### src/rtl/lockbit_pkg.sv
package lockbit_pkg;
    localparam int BYTE_W   = 8;
    localparam int LOCK_W   = 6;
    localparam int ML_LO    = 0;
    localparam int BL_LO    = 2;
    localparam int GUARD_LO = 2;

    typedef enum logic [1:0] {
        ML_OPEN,
        ML_NOPROG,
        ML_FULL
    } ml_mode_e;

    typedef enum logic [1:0] {
        BL_FREE,
        BL_NOWRITE,
        BL_NOREAD,
        BL_NOBOTH
    } bl_mode_e;
endpackage

### src/rtl/lock_store.sv
module lock_store
    import lockbit_pkg::*;
#(
    parameter int STORE_W = LOCK_W,
    parameter int OUT_W   = BYTE_W,
    parameter int GRD_LO  = GUARD_LO
) (
    input  logic               clk,
    input  logic               rst_n,
    input  logic               prog_we,
    input  logic [OUT_W-1:0]   prog_data,
    input  logic               chip_erase,
    input  logic               guard_open,
    output logic [OUT_W-1:0]   byte_rd
);
    localparam int PAD_W = OUT_W - STORE_W;

    logic [STORE_W-1:0] stored_q;
    logic [STORE_W-1:0] cand;
    logic               guard_hit;
    logic               unused_hi;

    assign unused_hi = ^prog_data[OUT_W-1:STORE_W];
    assign cand      = stored_q & prog_data[STORE_W-1:0];
    assign guard_hit = !guard_open &&
                       (cand[STORE_W-1:GRD_LO] != stored_q[STORE_W-1:GRD_LO]);

    always_ff @(posedge clk or negedge rst_n) begin
        if (!rst_n) begin
            stored_q <= '1;
        end else if (chip_erase) begin
            stored_q <= '1;
        end else if (prog_we && !guard_hit) begin
            stored_q <= cand;
        end
    end

    assign byte_rd = {{PAD_W{1'b1}}, stored_q};
endmodule

### src/rtl/mem_lock_decode.sv
module mem_lock_decode
    import lockbit_pkg::*;
(
    input  logic [1:0] ml_field,
    output ml_mode_e   ml_mode,
    output logic       ext_prog_ok,
    output logic       ext_verify_ok,
    output logic       fuse_wr_ok,
    output logic       boot_lock_wr_ok
);
    always_comb begin
        unique case (ml_field)
            2'b11:   ml_mode = ML_OPEN;
            2'b10:   ml_mode = ML_NOPROG;
            default: ml_mode = ML_FULL;
        endcase
    end

    always_comb begin
        ext_prog_ok     = 1'b0;
        ext_verify_ok   = 1'b0;
        fuse_wr_ok      = 1'b0;
        boot_lock_wr_ok = 1'b0;
        unique case (ml_mode)
            ML_OPEN: begin
                ext_prog_ok     = 1'b1;
                ext_verify_ok   = 1'b1;
                fuse_wr_ok      = 1'b1;
                boot_lock_wr_ok = 1'b1;
            end
            ML_NOPROG: begin
                ext_verify_ok   = 1'b1;
                boot_lock_wr_ok = 1'b1;
            end
            default: begin
            end
        endcase
    end
endmodule

### src/rtl/boot_lock_decode.sv
module boot_lock_decode
    import lockbit_pkg::*;
(
    input  logic [1:0] bl_field,
    input  logic       ivec_in_boot,
    output bl_mode_e   bl_mode,
    output logic       app_selfwr_ok,
    output logic       boot_app_rd_ok,
    output logic       app_irq_ok
);
    always_comb begin
        unique case (bl_field)
            2'b11:   bl_mode = BL_FREE;
            2'b10:   bl_mode = BL_NOWRITE;
            2'b01:   bl_mode = BL_NOREAD;
            default: bl_mode = BL_NOBOTH;
        endcase
    end

    always_comb begin
        app_selfwr_ok  = 1'b1;
        boot_app_rd_ok = 1'b1;
        unique case (bl_mode)
            BL_FREE: begin
            end
            BL_NOWRITE: app_selfwr_ok = 1'b0;
            BL_NOREAD:  boot_app_rd_ok = 1'b0;
            default: begin
                app_selfwr_ok  = 1'b0;
                boot_app_rd_ok = 1'b0;
            end
        endcase
        app_irq_ok = !(ivec_in_boot && !boot_app_rd_ok);
    end
endmodule

### src/rtl/lockbit_guard.sv
module lockbit_guard
    import lockbit_pkg::*;
(
    input  logic        clk,
    input  logic        rst_n,
    input  logic        prog_we,
    input  logic [7:0]  prog_data,
    input  logic        chip_erase,
    input  logic        ivec_in_boot,
    output logic [7:0]  lock_rd,
    output logic        ext_prog_ok,
    output logic        ext_verify_ok,
    output logic        fuse_wr_ok,
    output logic        boot_lock_wr_ok,
    output logic        app_selfwr_ok,
    output logic        boot_app_rd_ok,
    output logic        app_irq_ok
);
    ml_mode_e ml_mode;
    bl_mode_e bl_mode;
    logic     unused_modes;

    assign unused_modes = ^{ml_mode, bl_mode};

    lock_store #(
        .STORE_W (LOCK_W),
        .OUT_W   (BYTE_W),
        .GRD_LO  (GUARD_LO)
    ) u_store (
        .clk        (clk),
        .rst_n      (rst_n),
        .prog_we    (prog_we),
        .prog_data  (prog_data),
        .chip_erase (chip_erase),
        .guard_open (boot_lock_wr_ok),
        .byte_rd    (lock_rd)
    );

    mem_lock_decode u_mdec (
        .ml_field        (lock_rd[ML_LO+1:ML_LO]),
        .ml_mode         (ml_mode),
        .ext_prog_ok     (ext_prog_ok),
        .ext_verify_ok   (ext_verify_ok),
        .fuse_wr_ok      (fuse_wr_ok),
        .boot_lock_wr_ok (boot_lock_wr_ok)
    );

    boot_lock_decode u_bdec (
        .bl_field       (lock_rd[BL_LO+1:BL_LO]),
        .ivec_in_boot   (ivec_in_boot),
        .bl_mode        (bl_mode),
        .app_selfwr_ok  (app_selfwr_ok),
        .boot_app_rd_ok (boot_app_rd_ok),
        .app_irq_ok     (app_irq_ok)
    );
endmodule

### config.mk
export PLATFORM = sky130hd
export DESIGN_NAME = lockbit_guard
export DESIGN_NICKNAME = d
export VERILOG_FILES = /design/src/rtl/lockbit_pkg.sv /design/src/rtl/lock_store.sv /design/src/rtl/mem_lock_decode.sv /design/src/rtl/boot_lock_decode.sv /design/src/rtl/lockbit_guard.sv
export SDC_FILE = /design/constraint.sdc
export NUM_CORES = 1
export LEC_CHECK = 0
export ABC_AREA = 1
export CAP_MARGIN = 5
export CORE_AREA = 3 3 40 42
export CTS_BUF_LIST = sky130_fd_sc_hd__clkbuf_8
export DETAILED_ROUTE_END_ITERATION = 7
export DIE_AREA = 0 0 43 45
export GPL_TIMING_DRIVEN = 0
export PLACE_DENSITY = 0.77
export SLEW_MARGIN = 20
export SYNTH_ARGS = -nofsm -noshare
export SYNTH_HDL_FRONTEND = slang
export SYNTH_SLANG_ARGS = --single-unit
### constraint.sdc
create_clock -name clk -period 0.9 [get_ports clk]
set_input_delay 0.18 -clock clk [delete_from_list [all_inputs] [get_ports clk]]
set_output_delay 0.18 -clock clk [all_outputs]
set_load 0.02 [all_outputs]
==> metrics.yaml <==
ys_top_cells_by_area: "dfstp_2 45%, nand2_1 20%, inv_1 11%, buf_4 8.6%, nand3_1 7.1%"
dr_total_vias: 371
wl_um: 922
diodes: 0
ios: 28
dpl_cell_area_um2: 644
crit_arrival_ps: 1060
vias_per_cell: 3.95
drive_gt1_share_pct: 48.1
yosysTopAreaCell: "dfstp_2"
utilization_pct: 57.4
cts_tree: "built"
synth_common_cells: "19 x nand2_1, 10 x inv_1, 6 x dfstp_2"
syn_area_um2: 350
ant_nets: 0
grt_pass1_vias: 350
vdd_drop_max_uv: 812
nNetsFinal: 94
min-delay-start: "prog_we"
status: "finished, violations left"
route.detailed.drc: 0
hold_violations: 0
timing.final.ws_setup_ps: -335
crit_buf_inv: 3
avgSynthCellArea_um2: 7.01
top_regs: "u_store.stored_q x6"
highest_layer: "met4"
routabilityCongestion: 0.713
slew_viol_final: 0
worstSetupPathType: "reg2out"
fmax_mhz: 810
ctsRootBufferMaster: "clkbuf_8"
wl_met2_um: 486
coreArea_um2: 1280
leakage_nw: 0.406
dieHeight_um: 45
grt_start_max_net_pins: 7
antenna_found_initial: 0
cp_cell_sequence: "clkbuf_8 > buf_6 > buf_6"
start_util_pct: 27.3
port-buffer-count: 23
ys_ff_latch: 6
drt-pass1-iter-count: 4
hp-class: "in2reg"
hpwl_um: 690
stdcell_area_um2: 738
worstHoldEndpoint: "u_store.stored_q[5]"
r2r-end: "u_store.stored_q[3]"
track_usage_pct: 9.40
insertion_delay_ps: 220
ff2ff_setup_slack_ps: -310
rsz0062_at_grt: "yes"
cp.depth: 3
clock_skew_ps: 0.154
min_path_cells: 4
critPathCaptureType: "primary output"
drt-met1-wl_um: 354
synth_edf_count: 0
cts_buffers: 3
synth.distinct_cells: 9
routedWlPerCell_um: 9.81
fin_crit_sh_pct: 137
clkTransAtPathRegs_ps: 30
area_growth_pct: 111
largest_reg_flops: 6
path_delay_family: "flip-flops"
maxCapViolCount: 0
cts.sinks: 6
ys_seq_area_share_pct: 45.0
drt-initial-drc-count: 3
dr_wl_met3_um: 60
cp_slowest_stage_delay_ps: 540
synth_top_area_share_pct: 45.0
slowest_stage: "dfstp_2"
synthArstFlopShare_pct: 100
power_density_nw_per_um2: 1440
fin_crit_ps: 1240
finalSetupViolCount: 19
yosysMostFrequentCell: "nand2_1"
start_kind: "flip-flop"
clk_path_buf_depth: 2
dieArea_um2: 1940
rows: 13
worstReg2RegStart: "u_store.stored_q[1]"
grt-ovfl-total: 0
top_register: "u_store.stored_q"
ys_warn_count: 0
synth_ff_type: "dfstp_2"
worstPathRequired_ps: 720
grt_first_pass_wirelength_um: 1340
crit_top_cell: "buf_6"
die_w_um: 43
critPathMaxFanout: 3
synthCells: 50
reg2reg_depth: 7
htree_levels: 1
violations: "setup timing"
## cell families after synthesis
logic type	share of synthesized area (%)
buf+inv	22.5
other cells	1.07
compound gates	3.93
flops	45.0
simple gates	27.5
## how the worst max path moves through the flow
stage                         from                   to  slack (ps)
6_report       u_store.stored_q[1]        ext_verify_ok        -340
5_1_grt        u_store.stored_q[1]  u_store.stored_q[2]        -380
4_1_cts        u_store.stored_q[1]        ext_verify_ok        -340
3_5_place_dp   u_store.stored_q[1]        ext_verify_ok        -620
3_3_place_gp   u_store.stored_q[1]        ext_verify_ok        -620
2_1_floorplan  u_store.stored_q[1]           fuse_wr_ok        -200
## repair_timing
item                                    CTS  global route
buffers inserted                          2             0
endpoints found under the setup margin   18            19
pin swaps                                 1             1
resized for setup                        74            10
hold buffers                              0             0
## final cells by class
cell class                 count  area (µm²)
inverter                      10        37.5
buffer                         7        81.3
clock buffer                   3        41.3
tap                           15        18.8
sequential                     6         158
fill                         116         547
multi-input combinational     28         148
timing repair buffer          25         254
## metrics by stage
stage	hold WS [ps]	setup slack (ps)	TNS (ps)	power, mW	std cells
floorplan	32.2	-199	-1290	0.494	51
detailed placement	469	-622	-8660	0.641	89
finish	381	-335	-4700	1.06	94
CTS	442	-341	-4690	1.05	94
global route	417	-379	-5520	1.12	94
global placement	467	-618	-8540	0.636	89
## worst reg2reg max path, delay by kind of cell (launching register included)
kind | cells | cell delay, ps
AO/OA/AOI/OAI | 1 | 90
AND/OR/NAND/NOR | 3 | 240
flip-flops | 1 | 540
buffers and inverters | 3 | 270
## per-layer routing
| layer | up-vias | track usage [%] |
|---|---|---|
| li1 | 197 | - |
| met1 | 157 | 9.85 |
| met2 | 15 | 16.2 |
| met3 | 2 | 2.39 |
| met4 | 0 | 7.23 |
| met5 | - | 0 |
## report_power, final
| group | total (mW) | switching (mW) | internal (mW) |
|---|---|---|---|
| clock network | 0.389 | 0.103 | 0.286 |
| logic | 0.348 | 0.161 | 0.187 |
| registers | 0.327 | 0.0220 | 0.305 |
| total | 1.06 | 0.286 | 0.778 |
## placed cells by master, fill, tap and decap left out, drive strengths merged
cell and count:
dlymetal6s2s 1, inv 10, clkdlybuf4s50 9, dfstp 6, buf 21, nand3 5
nand2 19, clkbuf 4, o21ai 2, conb 2
(Power assumes the default switching activity.)
